File: src/rtl/rf_deframe_pkg.sv
// Shared types and constants for the radio link deframer.
package rf_deframe_pkg;
    typedef enum logic [1:0] {
        ST_HUNT  = 2'd0,
        ST_DATA  = 2'd1,
        ST_CHECK = 2'd2
    } dfm_state_t;

    localparam logic [7:0] START_MARK = 8'h0F;
endpackage

File: src/rtl/rf_byte_counter.sv
// Payload byte counter.
// Counts accepted payload bytes and flags the byte that completes the packet.
// Assumes limit is held steady while a packet is in progress.
module rf_byte_counter #(
    parameter int W = 8
) (
    input  logic         clk,
    input  logic         rst_n,
    input  logic         clear,
    input  logic         inc,
    input  logic [W-1:0] limit,
    output logic         at_last
);
    logic [W-1:0] cnt;

    // Count payload bytes; restart at every new hunt.
    always_ff @(posedge clk) begin
        if (!rst_n || clear) cnt <= '0;
        else if (inc)        cnt <= cnt + 1'b1;
    end

    // The current byte is the last when it brings the count up to limit.
    assign at_last = (cnt == limit - 1'b1);
endmodule

File: src/rtl/rf_checksum_acc.sv
// Modulo-2^W running sum of payload bytes.
// Assumes clear is asserted between packets.
module rf_checksum_acc #(
    parameter int W = 8
) (
    input  logic         clk,
    input  logic         rst_n,
    input  logic         clear,
    input  logic         add,
    input  logic [W-1:0] data,
    output logic [W-1:0] sum
);
    // Accumulate with natural wrap-around.
    always_ff @(posedge clk) begin
        if (!rst_n || clear) sum <= '0;
        else if (add)        sum <= sum + data;
    end
endmodule

File: src/rtl/rf_idle_timer.sv
// Idle timer counting bit-period strobes since the last received byte.
// expired is combinational and marks the strobe that reaches limit.
// Assumes the owner clears the timer once it has acted on expiry.
module rf_idle_timer #(
    parameter int W = 16
) (
    input  logic         clk,
    input  logic         rst_n,
    input  logic         clear,
    input  logic         tick,
    input  logic [W-1:0] limit,
    output logic         expired
);
    logic [W-1:0] cnt;
    logic [W:0]   cnt_nxt;

    assign cnt_nxt = {1'b0, cnt} + 1'b1;
    assign expired = tick && (cnt_nxt >= {1'b0, limit});

    // Advance on each strobe; restart on a byte or outside reception.
    always_ff @(posedge clk) begin
        if (!rst_n || clear) cnt <= '0;
        else if (tick)       cnt <= cnt_nxt[W-1:0];
    end
endmodule

File: src/rtl/rf_pkt_deframer.sv
// Packet deframer for a noisy radio byte stream.
// Hunts for the start marker, forwards cfg_len payload bytes, checks the
// following checksum byte against the modulo-256 payload sum and pulses
// pkt_good or pkt_bad. An idle timeout aborts a packet in progress.
// Assumes cfg_len and cfg_timeout are steady while a packet is received.
module rf_pkt_deframer
    import rf_deframe_pkg::*;
#(
    parameter int LEN_W = 8,
    parameter int TMO_W = 16
) (
    input  logic             clk,
    input  logic             rst_n,
    input  logic             in_valid,
    input  logic [7:0]       in_byte,
    input  logic             bit_tick,
    input  logic [LEN_W-1:0] cfg_len,
    input  logic [TMO_W-1:0] cfg_timeout,
    output logic             out_valid,
    output logic [7:0]       out_byte,
    output logic             out_last,
    output logic             pkt_good,
    output logic             pkt_bad
);
    dfm_state_t state;
    logic       hunting;
    logic       take_data;
    logic       at_last;
    logic [7:0] sum;
    logic       tmo_hit;

    assign hunting   = (state == ST_HUNT);
    assign take_data = (state == ST_DATA) && in_valid;

    rf_byte_counter #(.W(LEN_W)) u_cnt (
        .clk     (clk),
        .rst_n   (rst_n),
        .clear   (hunting),
        .inc     (take_data),
        .limit   (cfg_len),
        .at_last (at_last)
    );

    rf_checksum_acc #(.W(8)) u_sum (
        .clk   (clk),
        .rst_n (rst_n),
        .clear (hunting),
        .add   (take_data),
        .data  (in_byte),
        .sum   (sum)
    );

    rf_idle_timer #(.W(TMO_W)) u_tmo (
        .clk     (clk),
        .rst_n   (rst_n),
        .clear   (hunting || in_valid),
        .tick    (bit_tick),
        .limit   (cfg_timeout),
        .expired (tmo_hit)
    );

    // Frame state machine with registered payload and status outputs.
    always_ff @(posedge clk) begin
        if (!rst_n) begin
            state     <= ST_HUNT;
            out_valid <= 1'b0;
            out_byte  <= '0;
            out_last  <= 1'b0;
            pkt_good  <= 1'b0;
            pkt_bad   <= 1'b0;
        end else begin
            out_valid <= 1'b0;
            out_last  <= 1'b0;
            pkt_good  <= 1'b0;
            pkt_bad   <= 1'b0;
            case (state)
                ST_HUNT: begin
                    if (in_valid && in_byte == START_MARK)
                        state <= (cfg_len == '0) ? ST_CHECK : ST_DATA;
                end
                ST_DATA: begin
                    if (in_valid) begin
                        out_valid <= 1'b1;
                        out_byte  <= in_byte;
                        if (at_last) begin
                            out_last <= 1'b1;
                            state    <= ST_CHECK;
                        end
                    end else if (tmo_hit) begin
                        pkt_bad <= 1'b1;
                        state   <= ST_HUNT;
                    end
                end
                ST_CHECK: begin
                    if (in_valid) begin
                        pkt_good <= (in_byte == sum);
                        pkt_bad  <= (in_byte != sum);
                        state    <= ST_HUNT;
                    end else if (tmo_hit) begin
                        pkt_bad <= 1'b1;
                        state   <= ST_HUNT;
                    end
                end
                default: state <= ST_HUNT;
            endcase
        end
    end
endmodule

File: config.mk
export PLATFORM = sky130hd
export DESIGN_NAME = rf_pkt_deframer
export DESIGN_NICKNAME = d
export VERILOG_FILES = /design/src/rtl/rf_deframe_pkg.sv /design/src/rtl/rf_byte_counter.sv /design/src/rtl/rf_checksum_acc.sv /design/src/rtl/rf_idle_timer.sv /design/src/rtl/rf_pkt_deframer.sv
export SDC_FILE = /design/constraint.sdc
export NUM_CORES = 1
export LEC_CHECK = 0
export ABC_AREA = 1
export BUFFER_PORTS_ARGS = -buffer_cell sky130_fd_sc_hd__buf_2
export CORE_ASPECT_RATIO = 0.5
export CORE_MARGIN = 1
export CORE_UTILIZATION = 35
export DETAILED_ROUTE_END_ITERATION = 12
export GPL_TIMING_DRIVEN = 0
export PLACE_DENSITY = 0.53
export SKIP_LAST_GASP = 1
export SLEW_MARGIN = 20
export SYNTH_ARGS = -nofsm -noshare
export SYNTH_HDL_FRONTEND = slang
export SYNTH_HIERARCHICAL = 1
export SYNTH_SLANG_ARGS = --single-unit
File: constraint.sdc
create_clock -name clk -period 2.5 [get_ports clk]
set_clock_uncertainty 0.15 [all_clocks]
set_input_delay 0.125 -clock clk [delete_from_list [all_inputs] [get_ports clk]]
set_output_delay 0.125 -clock clk [all_outputs]
set_load 0.1 [all_outputs]
* Word-level counts from Yosys, hierarchy flattened
Index checks and enable logic that the tools add are counted.
** Word-level totals
- Output and inout port bits :: 12
- Flip-flop bits (word level) :: 46
- Logic and storage cells :: 49
** Operators by class
- Reduce and logical (&&, ||, !) cells :: 14
- $add $sub $neg :: 4
- Equal/unequal tests :: 8
- Multiplexer cells :: 13
- Order comparisons :: 1
** Operators by type and width (count)
- adder 16 x 1 -> 17 bit, second input constant :: 1
- >= comparator 17 x 16 -> 1 bit :: 1
- equality test 8 bit :: 2
- 2-to-1 mux 2 bit :: 6
- adder 8 x 1 -> 8 bit, second input constant :: 1
- adder 8 bit :: 1
- equality test 8 x 4 -> 1 bit, second input constant :: 1
- logical NOT 8 bit :: 1
- != test 8 bit :: 1
- subtractor 8 x 1 -> 8 bit, second input constant :: 1
- case mux 2 bit (3 select lines) :: 1
- AND reduction 2 bit :: 3
- AND reduction 3 bit :: 2
- 2-to-1 mux 1 bit :: 5
- logical AND 1 bit :: 3
- logical OR 1 bit :: 3
- != test 3 bit, second input constant :: 1
- equality test 2 x 1 -> 1 bit, second input constant :: 1
- equality test 2 bit, second input constant :: 1
- logical NOT 2 bit :: 1
- != test 2 x 1 -> 1 bit, second input constant :: 1
- case mux 1 bit (2 select lines) :: 1
- logical NOT 1 bit :: 1

* Logic depth before layout (Yosys ltp)
- Word-level depth :: 6
- Mapped depth :: 24
- Gate-level depth less buffers :: 24

* Hierarchy
The synthesis kept the hierarchy.
** By module, submodules not included
- rf_idle_timer :: seq. area each 320.3 µm², cells each 225, instances 1, area each 1426.4 µm²
- rf_pkt_deframer :: seq. area each 280.3 µm², cells each 111, instances 1, area each 758.2 µm²
- rf_checksum_acc :: seq. area each 160.2 µm², cells each 97, instances 1, area each 675.6 µm²
- rf_byte_counter :: seq. area each 160.2 µm², cells each 105, instances 1, area each 649.4 µm²

* Worst setup path before layout
No wires, ideal clock.
- Path kind :: flip-flop to flip-flop
- From :: register u_tmo.cnt[0]
- To :: register state[1]
- Clock period less this slack :: 2.694 ns
- Required time :: 2.237 ns
- Setup slack :: -0.194 ns
- Cell stages (with the launch flop) :: 25
- Buffers on the path :: 0
- Arrival time :: 2.432 ns
- Path through :: dfxtp_1 ha_1 nand2_2 nor2_4 nand3_1 nor2_1 nand3_1 nand2_1 inv_1 ha_1 nand2_1 nor2_1 nand2_1 o21ai_0 nor2_1 nand3_1 nand2_1 inv_1 nor2_1 a21oi_1 nand2_1 nand2_1 nand2_1 nand2_1 nor2_1
** On the way
- Longest elaborated chain between the ends :: 6
** Ends and longest elaborated chain
- start, declared :: line rf_idle_timer.sv:14 : logic [W-1:0] cnt;
- start signal, assigned :: line rf_idle_timer.sv:23 : else if (tick) cnt <= cnt_nxt[W-1:0];
- adder 16 x 1 -> 17 bit (*) :: line rf_idle_timer.sv:17 : assign cnt_nxt = {1'b0, cnt} + 1'b1;
- via u_tmo.cnt_nxt[12] :: line rf_idle_timer.sv:15 : logic [W:0] cnt_nxt;
- >= comparator 17 x 16 -> 1 bit (*) :: line rf_idle_timer.sv:18 : assign expired = tick && (cnt_nxt >= {1'b0, limit});
- logical AND 1 bit (*) :: line rf_idle_timer.sv:18
- via tmo_hit :: line rf_pkt_deframer.sv:30 : logic tmo_hit;
- 2-to-1 mux 2 bit (*)
- 2-to-1 mux 2 bit, on equally long branches
- case mux 2 bit (3 select lines) (*)
- end signal, assigned :: line rf_pkt_deframer.sv:79 : state <= (cfg_len == '0) ? ST_CHECK : ST_DATA;
- end, declared :: line rf_pkt_deframer.sv:25 : dfm_state_t state;
The timed path passes the listed nets; every way through them passes the cells marked *.
A chain may end at the register's enable or synchronous reset.

* Worst setup path in the final report
Ends and elaborated chain as after synthesis.

==> impl_results.md <==
* Worst Setup SP: u_tmo/cnt[0]$_SDFFE_PP0P_
* Die H at 72.8 um
* RR Startpoint: u_tmo/cnt[0]$_SDFFE_PP0P_
* Failing checks: setup timing
* Wire per inst at 10.8 um
* Row count at 25
* Min-Delay Startpoint: in_byte[0]
* First-pass GRT wire length at 13500 um
* Clock-pin slew on the worst setup and hold paths at 0.06 ns
* Leak at 2.17 nW
* Post-layout util at 0.450
* Area of the multi-input gates at 2360 um^2
* CTS root buf: clkbuf_16
* Routed vias at 3273
* Setup tns final at -0.803 ns
* Synth Register Bits at 46
* WL final at 8010 um
* Top-count cell post-synth: nand2_1
* Pre-antenna DRT Iters at 4
* Largest family of logic cells by synthesized area: simple AND/OR/NAND/NOR gates
* Top cells by count, synth: nand2_1 (125), inv_1 (87), nor2_1 (81)
* Status: finished with violations
* Cell taking the most area after synthesis: dfxtp_1
* Fmax at 0.354 GHz
* Max-slew violations at 0
* Hpwl dp at 6190 um
* Post-synthesis instance area at 3510 um^2
* Cell Pwr Density at 566 nW/um^2
* RSZ-0062 raised after global routing: true
* Die width at 144 um
* CP max FO at 4
* Layout area overhead at 23.0%
* Longest Clk Path Bufs at 2
* Post-route minimum period at 2.82 ns
* Worst rel slew slack at 0.663
* Initial DRC count at 133
* Worst Path Class, Setup: reg -> reg
* Tot GR Track Use at 0.165
* Post-synthesis compound-gate area fraction at 0.102
* Average footprint of a synthesized cell at 6.52 um^2
* Register area at 933 um^2
* Arrival time worst endpoint at 2.85 ns
* Largest net degree at the start of global routing at 23
* Sequential fraction of the synthesis area at 0.262
* Die area at 10500 um^2
* Crit start category: flip-flop
* Post-synth EDFFs at 0
* Final cycle utilization of the critical path at 1.13
* Synth Area in Adders at 0.113
* Final global-route overflow total at 0
* Crit end category: flip-flop
* Tot Pwr at 0.00244 W
* Clk sinks at 46
* Ys async rst share at 0
* Share of cell area taken by muxes after synthesis at 0
* Core footprint at 9600 um^2
* Post-synthesis cell type count at 39
* Fill cells at 1026
* I/O Pins at 48
* Vias in the first global route at 3006
* Worst EP required at 2.53 ns
* Starting Density at 0.365
* Warnings, synthesis at 6
* Clk_lat worst skew at 0.28 ns
* Gate count after technology mapping at 538
* # DRC at 0
* N_diodes at 0
* # nets final at 670
* CTS tree: done
* CTS H-tree lvls at 2
* Peak supply drop at 328 uV
* Syn Nets at 605
* Remaining antenna violation count at 0
* Vias per cell at 4.43
* Main synth FF type: dfxtp_1
* Final hold violations at 0
* Slew @ Worst Pin at 0.506 ns
* GPL Wtd Cong at 0.827
* Synth top area cells: dfxtp_1 (26%), nand2_1 (13%), ha_1 (11%)
* Antenna violations before repair at 0
* PortBufs at 46
* Setup violations, final at 3
* Simple-Gate Fraction of Synth Area at 0.346
* Worst Setup Slack, final at -0.322 ns
* Post-synthesis xor/xnor area fraction at 0.0699
* CTS Buf Count at 5
* Max-cap violations at 0
* Layout cell share with drive strength beyond 1 at 0.205
* Post-synth top area share at 0.262
* Hold Crit Class: in -> reg
[report_power, final]
group,internal [W],switching (W)
clock network,0.000397,0.000278
registers,0.000799,0.0000560
logic,0.000291,0.000623
total,0.00149,0.000957
[repair_timing]
action,CTS,global route
endpoints found under the hold margin,3,0
setup buffers,5,3
pin swaps,13,6
hold buffers,4,0
endpoints found under the setup margin,3,3
gates resized for setup,11,20
[metal layers]
layer / up-vias / part of all wire / global-route usage / routed length [um]
met5: - / 0 / 0 / 0
met4: 0 / 0.0060 / 0.0319 / 48
met1: 1416 / 0.53 / 0.220 / 4240
met2: 36 / 0.44 / 0.278 / 3500
met3: 5 / 0.027 / 0.0335 / 218
li1: 1816 / - / - / -
[final cells by class]
| class | instances | area share |
|---|---|---|
| plain buffers | 7 | 0.00985 |
| clock inverters | 1 | 0.00116 |
| clock buffers | 7 | 0.0330 |
| well taps | 135 | 0.0391 |
| repair buffers | 58 | 0.0774 |
| multi-input cells | 396 | 0.546 |
| flip-flops and latches | 46 | 0.216 |
| inverters | 89 | 0.0774 |
[worst max-delay path: stages, from the launching register on]
cell and delay [ns]:
dfxtp_4 0.38, ha_4 0.15, nand2_4 0.05, nor2_4 0.18
nand4_1 0.20, xor2_2 0.25, inv_2 0.07, ha_4 0.27
nand2_2 0.06, nor2_2 0.07, nand2_1 0.06, o21ai_1 0.12
nor2_1 0.05, nand3_1 0.09, nand2_2 0.07, inv_2 0.10
nor2_1 0.05, a21oi_1 0.11, nand2_1 0.06, nand2_1 0.06
nand2_1 0.05, nand2_1 0.05, nor2_1 0.03
[metrics by stage]
step | instances | area, um^2 | worst slack [ns] | hold WS, ns
2_1_floorplan | 538 | 3550 | -0.0389 | 0.0781
3_3_place_gp | 719 | 3950 | -0.430 | 0.269
3_5_place_dp | 719 | 3950 | -0.433 | 0.268
4_1_cts | 736 | 4210 | -0.330 | 0.00649
5_1_grt | 739 | 4320 | -0.608 | 0.0207
6_report | 739 | 4320 | -0.322 | 0.0144
[placed cells by master (no fill, tap or decap), types with 4 or more instances in the layout]
cell | synthesis | routed
ha_1 | 30 | 26
nor2_1 | 81 | 76
xor2_1 | 12 | 10
nor3_1 | 6 | 6
a21oi_1 | 29 | 28
o21ai_1 | 3 | 4
clkbuf_1 | 3 | 4
o21ai_0 | 26 | 25
buf_2 | 1 | 47
nand3b_1 | 5 | 5
nand3_1 | 25 | 23
buf_4 | 2 | 9
ha_4 | 0 | 4
dlygate4sd3_1 | 0 | 4
xnor2_1 | 16 | 16
clkbuf_16 | 0 | 5
nand3_2 | 3 | 4
nor2_2 | 7 | 11
nand2_1 | 125 | 117
dfxtp_2 | 0 | 4
nand2_2 | 4 | 9
dfxtp_1 | 46 | 40
inv_1 | 87 | 84
nand2_4 | 1 | 4
inv_2 | 2 | 5
[worst paths after layout]
check | endpoint | slack, ns | cells past startpoint
max | state[1]$_SDFFE_PN0P_ | -0.32 | 22
min reg2reg | out_byte[3]$_SDFFE_PN0P_ | 0.32 | 2
min | out_byte[0]$_SDFFE_PN0P_ | 0.01 | 3
max reg2reg | state[1]$_SDFFE_PN0P_ | -0.32 | 22
[sequential cells by signal, summed over array words and instances (netlist names)]
signal / flops
out_byte: 8
out_last: 1
out_valid: 1
pkt_bad: 1
pkt_good: 1
state: 2
u_cnt/cnt: 8
u_sum/sum: 8
u_tmo/cnt: 16
[cell families (layout without fill, tap and decap cells)]
family                     count (synthesis)  count (layout)
buffers and inverters                     96             162
DFF                                       46              46
and+or+nand+nor                          271             271
xor gates and xnor gates                  28              28
adders and majority gates                 31              31
AOI/OAI and AO/OA                         66              66
Power figures use the tool's default switching activity.
